==> src/rtl/vb_pkg.sv <==
package vb_pkg;

    // Where an incoming eviction is placed in the buffer
    typedef enum logic [2:0] {
        PL_NONE    = 3'd0,  // no eviction this cycle
        PL_UPDATE  = 3'd1,  // address already held: overwrite in place
        PL_SWAP    = 3'd2,  // take the entry just returned by a lookup hit
        PL_FREE    = 3'd3,  // lowest empty entry
        PL_REPLACE = 3'd4   // buffer full: displace the oldest insertion
    } place_e;

endpackage

==> src/rtl/vb_match.sv <==
module vb_match #(
    parameter int ENTRIES = 4,
    parameter int ADDR_W  = 26,
    localparam int IDX_W  = (ENTRIES > 1) ? $clog2(ENTRIES) : 1
) (
    input  logic [ENTRIES-1:0]             valid,
    input  logic [ENTRIES-1:0][ADDR_W-1:0] tags,
    input  logic [ADDR_W-1:0]              key,
    output logic                           hit,
    output logic [IDX_W-1:0]               idx
);

    logic [ENTRIES-1:0] match_vec;

    for (genvar gi = 0; gi < ENTRIES; gi++) begin : g_cmp
        assign match_vec[gi] = valid[gi] && (tags[gi] == key);
    end

    assign hit = |match_vec;

    always_comb begin
        idx = '0;
        for (int i = 0; i < ENTRIES; i++) begin
            if (match_vec[i]) idx = IDX_W'(i);
        end
    end

endmodule

==> src/rtl/vb_age.sv <==
module vb_age #(
    parameter int ENTRIES = 4,
    localparam int IDX_W  = (ENTRIES > 1) ? $clog2(ENTRIES) : 1
) (
    input  logic                clk,
    input  logic                rst_n,
    input  logic                upd,
    input  logic [IDX_W-1:0]    upd_idx,
    input  logic [ENTRIES-1:0]  valid,
    output logic [IDX_W-1:0]    oldest_idx,
    output logic [IDX_W-1:0]    free_idx
);

    // older_q[i][j] set: entry i was inserted before entry j
    logic [ENTRIES-1:0][ENTRIES-1:0] older_d, older_q;
    logic [ENTRIES-1:0]              is_old;

    always_comb begin
        older_d = older_q;
        if (upd) begin
            for (int j = 0; j < ENTRIES; j++) begin
                if (IDX_W'(j) != upd_idx) begin
                    older_d[upd_idx][j] = 1'b0;
                    older_d[j][upd_idx] = 1'b1;
                end
            end
        end
    end

    always_ff @(posedge clk) begin
        if (!rst_n) begin
            for (int i = 0; i < ENTRIES; i++) begin
                for (int j = 0; j < ENTRIES; j++) begin
                    older_q[i][j] <= (i < j);
                end
            end
        end else begin
            older_q <= older_d;
        end
    end

    always_comb begin
        is_old = valid;
        for (int i = 0; i < ENTRIES; i++) begin
            for (int j = 0; j < ENTRIES; j++) begin
                if (j != i && valid[j] && !older_q[i][j]) is_old[i] = 1'b0;
            end
        end
    end

    always_comb begin
        oldest_idx = '0;
        for (int i = 0; i < ENTRIES; i++) begin
            if (is_old[i]) oldest_idx = IDX_W'(i);
        end
    end

    always_comb begin
        free_idx = '0;
        for (int i = ENTRIES - 1; i >= 0; i--) begin
            if (!valid[i]) free_idx = IDX_W'(i);
        end
    end

endmodule

==> src/rtl/victim_buffer.sv <==
module victim_buffer
    import vb_pkg::*;
#(
    parameter int ENTRIES = 4,
    parameter int ADDR_W  = 26,
    parameter int DATA_W  = 64
) (
    input  logic              clk,
    input  logic              rst_n,
    input  logic              ev_valid,
    input  logic [ADDR_W-1:0] ev_addr,
    input  logic [DATA_W-1:0] ev_data,
    input  logic              ev_dirty,
    input  logic              lk_valid,
    input  logic [ADDR_W-1:0] lk_addr,
    output logic              rsp_valid,
    output logic              rsp_hit,
    output logic [DATA_W-1:0] rsp_data,
    output logic              rsp_dirty,
    output logic              wb_valid,
    output logic [ADDR_W-1:0] wb_addr,
    output logic [DATA_W-1:0] wb_data
);

    localparam int IDX_W = (ENTRIES > 1) ? $clog2(ENTRIES) : 1;

    typedef struct packed {
        logic [ENTRIES-1:0]             valid;
        logic [ENTRIES-1:0]             dirty;
        logic [ENTRIES-1:0][ADDR_W-1:0] addr;
        logic [ENTRIES-1:0][DATA_W-1:0] data;
        logic                           rsp_valid;
        logic                           rsp_hit;
        logic                           rsp_dirty;
        logic [DATA_W-1:0]              rsp_data;
        logic                           wb_valid;
        logic [ADDR_W-1:0]              wb_addr;
        logic [DATA_W-1:0]              wb_data;
    } state_t;

    state_t st_d, st_q;

    logic             lk_hit, ev_hit, lk_take, full, age_upd;
    logic [IDX_W-1:0] lk_idx, ev_idx, oldest_idx, free_idx, tgt_idx;
    place_e           place;

    // signals observed by the bound checker
    logic [ENTRIES-1:0]             ent_valid;
    logic [ENTRIES-1:0][ADDR_W-1:0] ent_addr;
    assign ent_valid = st_q.valid;
    assign ent_addr  = st_q.addr;

    vb_match #(.ENTRIES(ENTRIES), .ADDR_W(ADDR_W)) u_lk_match (
        .valid (st_q.valid),
        .tags  (st_q.addr),
        .key   (lk_addr),
        .hit   (lk_hit),
        .idx   (lk_idx)
    );

    vb_match #(.ENTRIES(ENTRIES), .ADDR_W(ADDR_W)) u_ev_match (
        .valid (st_q.valid),
        .tags  (st_q.addr),
        .key   (ev_addr),
        .hit   (ev_hit),
        .idx   (ev_idx)
    );

    vb_age #(.ENTRIES(ENTRIES)) u_age (
        .clk        (clk),
        .rst_n      (rst_n),
        .upd        (age_upd),
        .upd_idx    (tgt_idx),
        .valid      (st_q.valid),
        .oldest_idx (oldest_idx),
        .free_idx   (free_idx)
    );

    assign lk_take = lk_valid && lk_hit;
    assign full    = &st_q.valid;
    assign age_upd = (place != PL_NONE);

    // placement decision for the eviction
    always_comb begin
        if (!ev_valid)    place = PL_NONE;
        else if (ev_hit)  place = PL_UPDATE;
        else if (lk_take) place = PL_SWAP;
        else if (!full)   place = PL_FREE;
        else              place = PL_REPLACE;
    end

    always_comb begin
        unique case (place)
            PL_UPDATE:  tgt_idx = ev_idx;
            PL_SWAP:    tgt_idx = lk_idx;
            PL_FREE:    tgt_idx = free_idx;
            PL_REPLACE: tgt_idx = oldest_idx;
            default:    tgt_idx = '0;
        endcase
    end

    always_comb begin
        st_d = st_q;

        // lookup response, from contents before this cycle's update
        st_d.rsp_valid = lk_valid;
        st_d.rsp_hit   = lk_take;
        st_d.rsp_data  = lk_take ? st_q.data[lk_idx] : '0;
        st_d.rsp_dirty = lk_take && st_q.dirty[lk_idx];

        st_d.wb_valid  = 1'b0;

        // a hit hands the line to the cache
        if (lk_take) st_d.valid[lk_idx] = 1'b0;

        if (place == PL_REPLACE && st_q.dirty[tgt_idx]) begin
            st_d.wb_valid = 1'b1;
            st_d.wb_addr  = st_q.addr[tgt_idx];
            st_d.wb_data  = st_q.data[tgt_idx];
        end

        if (place != PL_NONE) begin
            st_d.valid[tgt_idx] = 1'b1;
            st_d.addr[tgt_idx]  = ev_addr;
            st_d.data[tgt_idx]  = ev_data;
            if (place == PL_UPDATE && !(lk_take && lk_idx == ev_idx)) begin
                st_d.dirty[tgt_idx] = st_q.dirty[tgt_idx] | ev_dirty;
            end else begin
                st_d.dirty[tgt_idx] = ev_dirty;
            end
        end
    end

    always_ff @(posedge clk) begin
        if (!rst_n) begin
            st_q <= '0;
        end else begin
            st_q <= st_d;
        end
    end

    assign rsp_valid = st_q.rsp_valid;
    assign rsp_hit   = st_q.rsp_hit;
    assign rsp_data  = st_q.rsp_data;
    assign rsp_dirty = st_q.rsp_dirty;
    assign wb_valid  = st_q.wb_valid;
    assign wb_addr   = st_q.wb_addr;
    assign wb_data   = st_q.wb_data;

endmodule

==> config.mk <==
export PLATFORM = sky130hd
export DESIGN_NAME = victim_buffer
export DESIGN_NICKNAME = d
export VERILOG_FILES = /design/src/rtl/vb_pkg.sv /design/src/rtl/vb_match.sv /design/src/rtl/vb_age.sv /design/src/rtl/victim_buffer.sv
export SDC_FILE = /design/constraint.sdc
export NUM_CORES = 1
export LEC_CHECK = 0
export BUFFER_PORTS_ARGS = -buffer_cell sky130_fd_sc_hd__buf_2
export CAP_MARGIN = 15
export CORE_UTILIZATION = 60
export DETAILED_ROUTE_END_ITERATION = 10
export PLACE_DENSITY = 0.86
export SLEW_MARGIN = 20
export SYNTH_ARGS = -nofsm -noshare
export SYNTH_HDL_FRONTEND = slang
export SYNTH_HIERARCHICAL = 1
export SYNTH_SLANG_ARGS = --single-unit
export TNS_END_PERCENT = 1
==> constraint.sdc <==
create_clock -name clk -period 7.9 [get_ports clk]
set_input_delay 0 -clock clk [delete_from_list [all_inputs] [get_ports clk]]
set_output_delay 0 -clock clk [all_outputs]
set_load 0.01 [all_outputs]
==> impl_metrics.json, run 1 <==
{
  "grt_pass1_wl_mm": 127.7,
  "clock_latency_ns": 0.61,
  "seq_area_frac_synth_pct": 39.47,
  "setup_viol": 0,
  "place_area_mm2": 0.02722,
  "tns_ns": 0,
  "crit_path_end_kind": "register",
  "synth_common_cells": "nand2_1 (1189), dfxtp_1 (535), a21boi_0 (312), nand3_1 (274), buf_4 (170)",
  "viasPerCell": 5.984,
  "max_cap_violations": 0,
  "grt.overflow.total": 0,
  "ys_warn_count": 6,
  "die_h_um": 214.7,
  "rsz0062_at_grt": "false",
  "hp-class": "in2reg",
  "cp-start-kind": "register",
  "io_buffer_count": 278,
  "synth_top_area_cell": "dfxtp_1",
  "clockRootBuffer": "clkbuf_16",
  "crit_type": "reg2reg",
  "fin_crit_ns": 5.599,
  "layout-drive-gt1-share_pct": 14.64,
  "hold_slack_ns": 0.2230,
  "place_hpwl_mm": 46.84,
  "powerDensity_mw_per_mm2": 210.2,
  "cts_setup_buffers": 0,
  "cts_num_sinks": 535,
  "dr.pass1.iters": 8,
  "start_util_pct": 61.10,
  "p_leak_nw": 11.21,
  "cts_inserted_buffers": 54,
  "final-hold-violation-count": 0,
  "grt_pass1_vias": 23260,
  "grt_usage_pct": 34.83,
  "slew_violations": 0,
  "path_max_fanout": 58,
  "vdd_drop_max_v": 0.0001791,
  "drt-total-wl_mm": 82.10,
  "grt_antenna_before_repair": 3,
  "wl_per_cell_um": 20.24,
  "synth_most_common_cell": "nand2_1",
  "synth.avg_cell_area_um2": 8.110,
  "drtIter0Drc": 3002,
  "postSynthCellCount": 3346,
  "final_cells": 4057,
  "synth_nets": 3467,
  "ys_ff_latch": 535,
  "ant_nets": 0,
  "netlist_area_mm2": 0.02714,
  "drc_errors": 0,
  "ys_types": 53,
  "worst_pin_slew_ns": 1.127,
  "coreArea_mm2": 0.04441,
  "slew_headroom_pct": 24.90,
  "die_x_um": 214.7,
  "clkTransAtPathRegs_ns": 0.07,
  "cp_data_required_time_ns": 8.40,
  "synth_area_leaders": "dfxtp_1 (39%), nand2_1 (16%), a21boi_0 (8.6%)",
  "status": "finished, final reports clean",
  "cts_tree": "yes",
  "design_area_mm2": 0.03040,
  "ioPinCount": 279,
  "synth.top_cell.area_share_pct": 39.47,
  "dp_cells": 3851,
  "async_flop_share_pct": 0,
  "cts-htree-levels": 2,
  "fin_crit_sh_pct": 70.87,
  "grt_max_degree": 128,
  "fin_skew_ns": 0.02331,
  "cts.path.max_buffers": 3,
  "synth_ff_type": "dfxtp_1",
  "fmax_mhz": 178.6,
  "synth-edff-count": 0,
  "dieArea_mm2": 0.04608,
  "area_growth_pct": 12.04,
  "vias": 24280,
  "nets": 3538,
  "place_congestion": 1.039,
  "arrival_ns": 6.09,
  "core.rowCount": 77
}
[per-stage QoR]
step	setup slack (ns)	utilization [%]	power, mW
6_report	2.301	68.46	6.390
2_1_floorplan	5.137	-	3.189
4_1_cts	2.494	68.32	6.383
5_1_grt	2.105	68.45	6.570
3_3_place_gp	2.934	61.30	3.369
3_5_place_dp	2.805	61.30	3.379
[repair_timing]
| action | in CTS | in global routing |
|---|---|---|
| resized for setup | 0 | 0 |
| hold buffers | 100 | 0 |
| endpoints found under the hold margin | 396 | 0 |
[layout by cell type (no fill, tap or decap), types with 14 or more instances in the layout]
master	n
xnor2_1	118
clkbuf_16	57
a21boi_1	146
mux4_2	65
bufinv_16	14
buf_4	25
nand4_1	41
nor4_1	19
dfxtp_1	535
dlygate4sd3_1	100
and2_1	69
buf_2	277
xor2_1	88
a21boi_0	312
nand3_1	274
nand2_1	1186
[area by class of cell]
cell class | count | area [um2]
Clock buffer | 67 | 1564
Tap cell | 592 | 740.7
Sequential cell | 535 | 10710
Timing Repair Buffer | 406 | 2665
Clock inverter | 34 | 553.0
Multi-Input combinational cell | 2412 | 14130
Fill cell | 3388 | 14010
Inverter | 8 | 37.54
Antenna cell | 3 | 7.507
[critical path: stages (launching register included)]
cell           delay (ns)
dfxtp_1              0.41
xnor2_1              0.14
nand4_1              0.13
nor4_1               0.37
nand4_1              0.31
nand4_1              0.34
nand2_1              0.16
o21ai_0              0.23
o21a_4               0.73
buf_4                0.70
nand2_4              0.51
buf_4                0.51
nand2_1              0.17
a21boi_0             0.11
dlygate4sd3_1        0.58
[where the power goes]
group / internal, mW / switching (mW)
Sequential: 2.76 / 0.0591
Clock: 1.86 / 1.14
Combinational: 0.228 / 0.343
Total: 4.85 / 1.54
[worst paths after layout]
| path | from | to | slack, ns | depth (start not counted) |
|---|---|---|---|---|
| min reg2reg | wb_data[45] | wb_data[45] | 0.45 | 2 |
| max reg2reg | register | register | 2.30 | 14 |
| max | register | register | 2.30 | 14 |
| min | ev_data[3] | register | 0.22 | 4 |
[per-layer routing]
layer,global-route usage (%),vias up,share of wire (%)
li1,-,11070,-
met1,44.60,11320,38
met2,55.02,1584,46
met3,7.348,311,11
met4,18.71,0,4.7
met5,0,-,0
[cell families after synthesis]
| logic type | Yosys count | share of synthesized area, % |
|---|---|---|
| buffers and inverters | 399 | 8.834 |
| DFF | 535 | 39.47 |
| xor gates and xnor gates | 210 | 6.889 |
| and+or+nand+nor | 1633 | 25.61 |
| AOI/OAI and AO/OA | 502 | 13.73 |
| muxes | 67 | 5.473 |
No activity file was read; power rests on OpenSTA's default activity.
==> run 2, diff against run 1 <==
- clock period: 7.9 -> 5.71 ns (I/O delays scaled with it)
==> run 2 against run 1 <==
Worst setup slack worse by 2.1 ns; worst hold slack got worse by 0.015 ns; clock-buffer cell count up 10.
==> impl_metrics.json, run 2 (synthesis results as in run 1) <==
{
  "status": "finished, final reports clean",
  "vdd_drop_max_v": 0.0002490,
  "place_hpwl_mm": 47.88,
  "clkTransAtPathRegs_ns": 0.06,
  "ant_nets": 0,
  "cts-htree-levels": 2,
  "fin_skew_ns": 0.02482,
  "coreArea_mm2": 0.04441,
  "place_congestion": 1.061,
  "crit_type": "reg2reg",
  "grt.overflow.total": 0,
  "tns_ns": 0,
  "p_leak_nw": 11.07,
  "fin_crit_sh_pct": 96.00,
  "viasPerCell": 6.010,
  "path_max_fanout": 96,
  "layout-drive-gt1-share_pct": 14.35,
  "power_mw": 8.206,
  "layout_common_cells": "nand2_1 (1186), dfxtp_1 (535), a21boi_0 (312)",
  "arrival_ns": 6.03,
  "fmax_mhz": 182.4,
  "final-hold-violation-count": 0,
  "setup_viol": 0,
  "cts_tree": "yes",
  "drtIter0Drc": 3261,
  "core.rowCount": 77,
  "ioPinCount": 279,
  "dp_cells": 3859,
  "cts.path.max_buffers": 3,
  "layout_commonest_cell": "nand2_1",
  "die_h_um": 214.7,
  "reg2reg_depth": 14,
  "cts_num_sinks": 535,
  "cts_inserted_buffers": 55,
  "io_buffer_count": 278,
  "worst_pin_slew_ns": 1.016,
  "die_x_um": 214.7,
  "cts_resized": 0,
  "crit_path_end_kind": "register",
  "fin_crit_ns": 5.481,
  "final.fill_count": 3408,
  "slew_violations": 0,
  "clock_latency_ns": 0.63,
  "hold_slack_ns": 0.2084,
  "r2r_slack_ns": 0.23,
  "area_growth_pct": 11.03,
  "wl_per_cell_um": 20.17,
  "clockRootBuffer": "clkbuf_16",
  "max_cap_violations": 0,
  "final_cells": 4057,
  "critPathMaxStageDelay_ns": 0.79,
  "powerDensity_mw_per_mm2": 272.3,
  "hp-class": "in2reg",
  "hold-path-cell-count": 4,
  "cp_data_required_time_ns": 6.26,
  "slew_headroom_pct": 32.10,
  "grt_antenna_before_repair": 3,
  "drc_errors": 0,
  "dr.pass1.iters": 6,
  "dieArea_mm2": 0.04608,
  "vias": 24380,
  "cpMaxStageDelayCell": "o21a_4",
  "start_util_pct": 61.10,
  "crit_chain": "xnor2_1, nand4_1, nor4_1, nand4_1, nand4_1, nand2_1, nand2_1, o21a_4, inv_6, nor2_4, buf_12, nand2_1, a21boi_1, dlygate4sd3_1",
  "nets": 3544,
  "grt_pass1_vias": 23160,
  "drt-total-wl_mm": 81.83,
  "grt_usage_pct": 34.57,
  "grt_max_degree": 234,
  "grt_pass1_wl_mm": 127.4,
  "cp-start-kind": "register"
}
==> run 2: changes by cell type in the layout (fill, tap and decap cells not counted), moves of 2 or more <==
cell,previous run,this run
clkbuf_1,0,13
bufinv_16,14,2
buf_12,1,10
buf_16,2,0
clkbuf_16,57,55
clkinv_4,3,1
clkinv_8,0,2
dlygate4sd3_1,100,98
==> run 2: power breakdown <==
group | leakage (nW) | internal, mW | switching (mW)
logic | 5.89 | 0.322 | 0.466
registers | 4.33 | 3.82 | 0.0847
clock network | 0.844 | 1.98 | 1.54
==> run 2: final cells by class <==
cell class              instances  area, um2  area share (%)
repair buffers                410       2763           9.169
clock buffers                  77       1549           5.141
inverters                       8      37.54          0.1246
diodes                          2      5.005         0.01661
clock inverters                20      192.7          0.6395
flip-flops and latches        535      10710           35.55
multi-input cells            2413      14130           46.90
well taps                     592      740.7           2.458
==> run 2: worst min path at each step <==
stage / end / slack [ns] / startpoint
finish: register / 0.21 / ev_data[39]
global route: register / 0.21 / ev_data[18]
CTS: register / 0.19 / ev_data[55]
detailed placement: register / 0.28 / ev_data[25]
global placement: register / 0.28 / ev_data[52]
floorplan: u_age/older_q[6] / 0.08 / rst_n
==> run 2: what timing repair did <==
item                                    CTS  global route
hold endpoints to repair                400             0
endpoints found under the setup margin    0             4
setup buffers                             0             0
hold buffers                             98             0
==> run 2: routing by layer <==
layer | track usage [%] | vias to the layer above | wire (um)
met2 | 54.70 | 1686 | 37060
met1 | 45.68 | 11350 | 31650
met3 | 6.752 | 293 | 9613
met5 | 0 | - | 12
li1 | - | 11050 | -
met4 | 15.62 | 2 | 3496
==> run 2: metrics by stage <==
step | worst slack, ns | instance area (um2) | utilization, %
global placement | 1.048 | 27400 | 61.68
finish | 0.2285 | 30130 | 67.84
global route | -0.003326 | 30130 | 67.83
floorplan | 2.947 | 27140 | -
CTS | 0.4298 | 30120 | 67.81
detailed placement | 0.9151 | 27400 | 61.68
==> run 2: worst max-delay path: cells and delay by family, from the launching register on <==
| kind | cells | cell delay (ns) |
|---|---|---|
| AND/OR/NAND/NOR | 8 | 2.32 |
| XOR/XNOR | 1 | 0.18 |
| buffers and inverters | 3 | 1.40 |
| AO/OA/AOI/OAI | 2 | 0.93 |
| flip-flops | 1 | 0.47 |
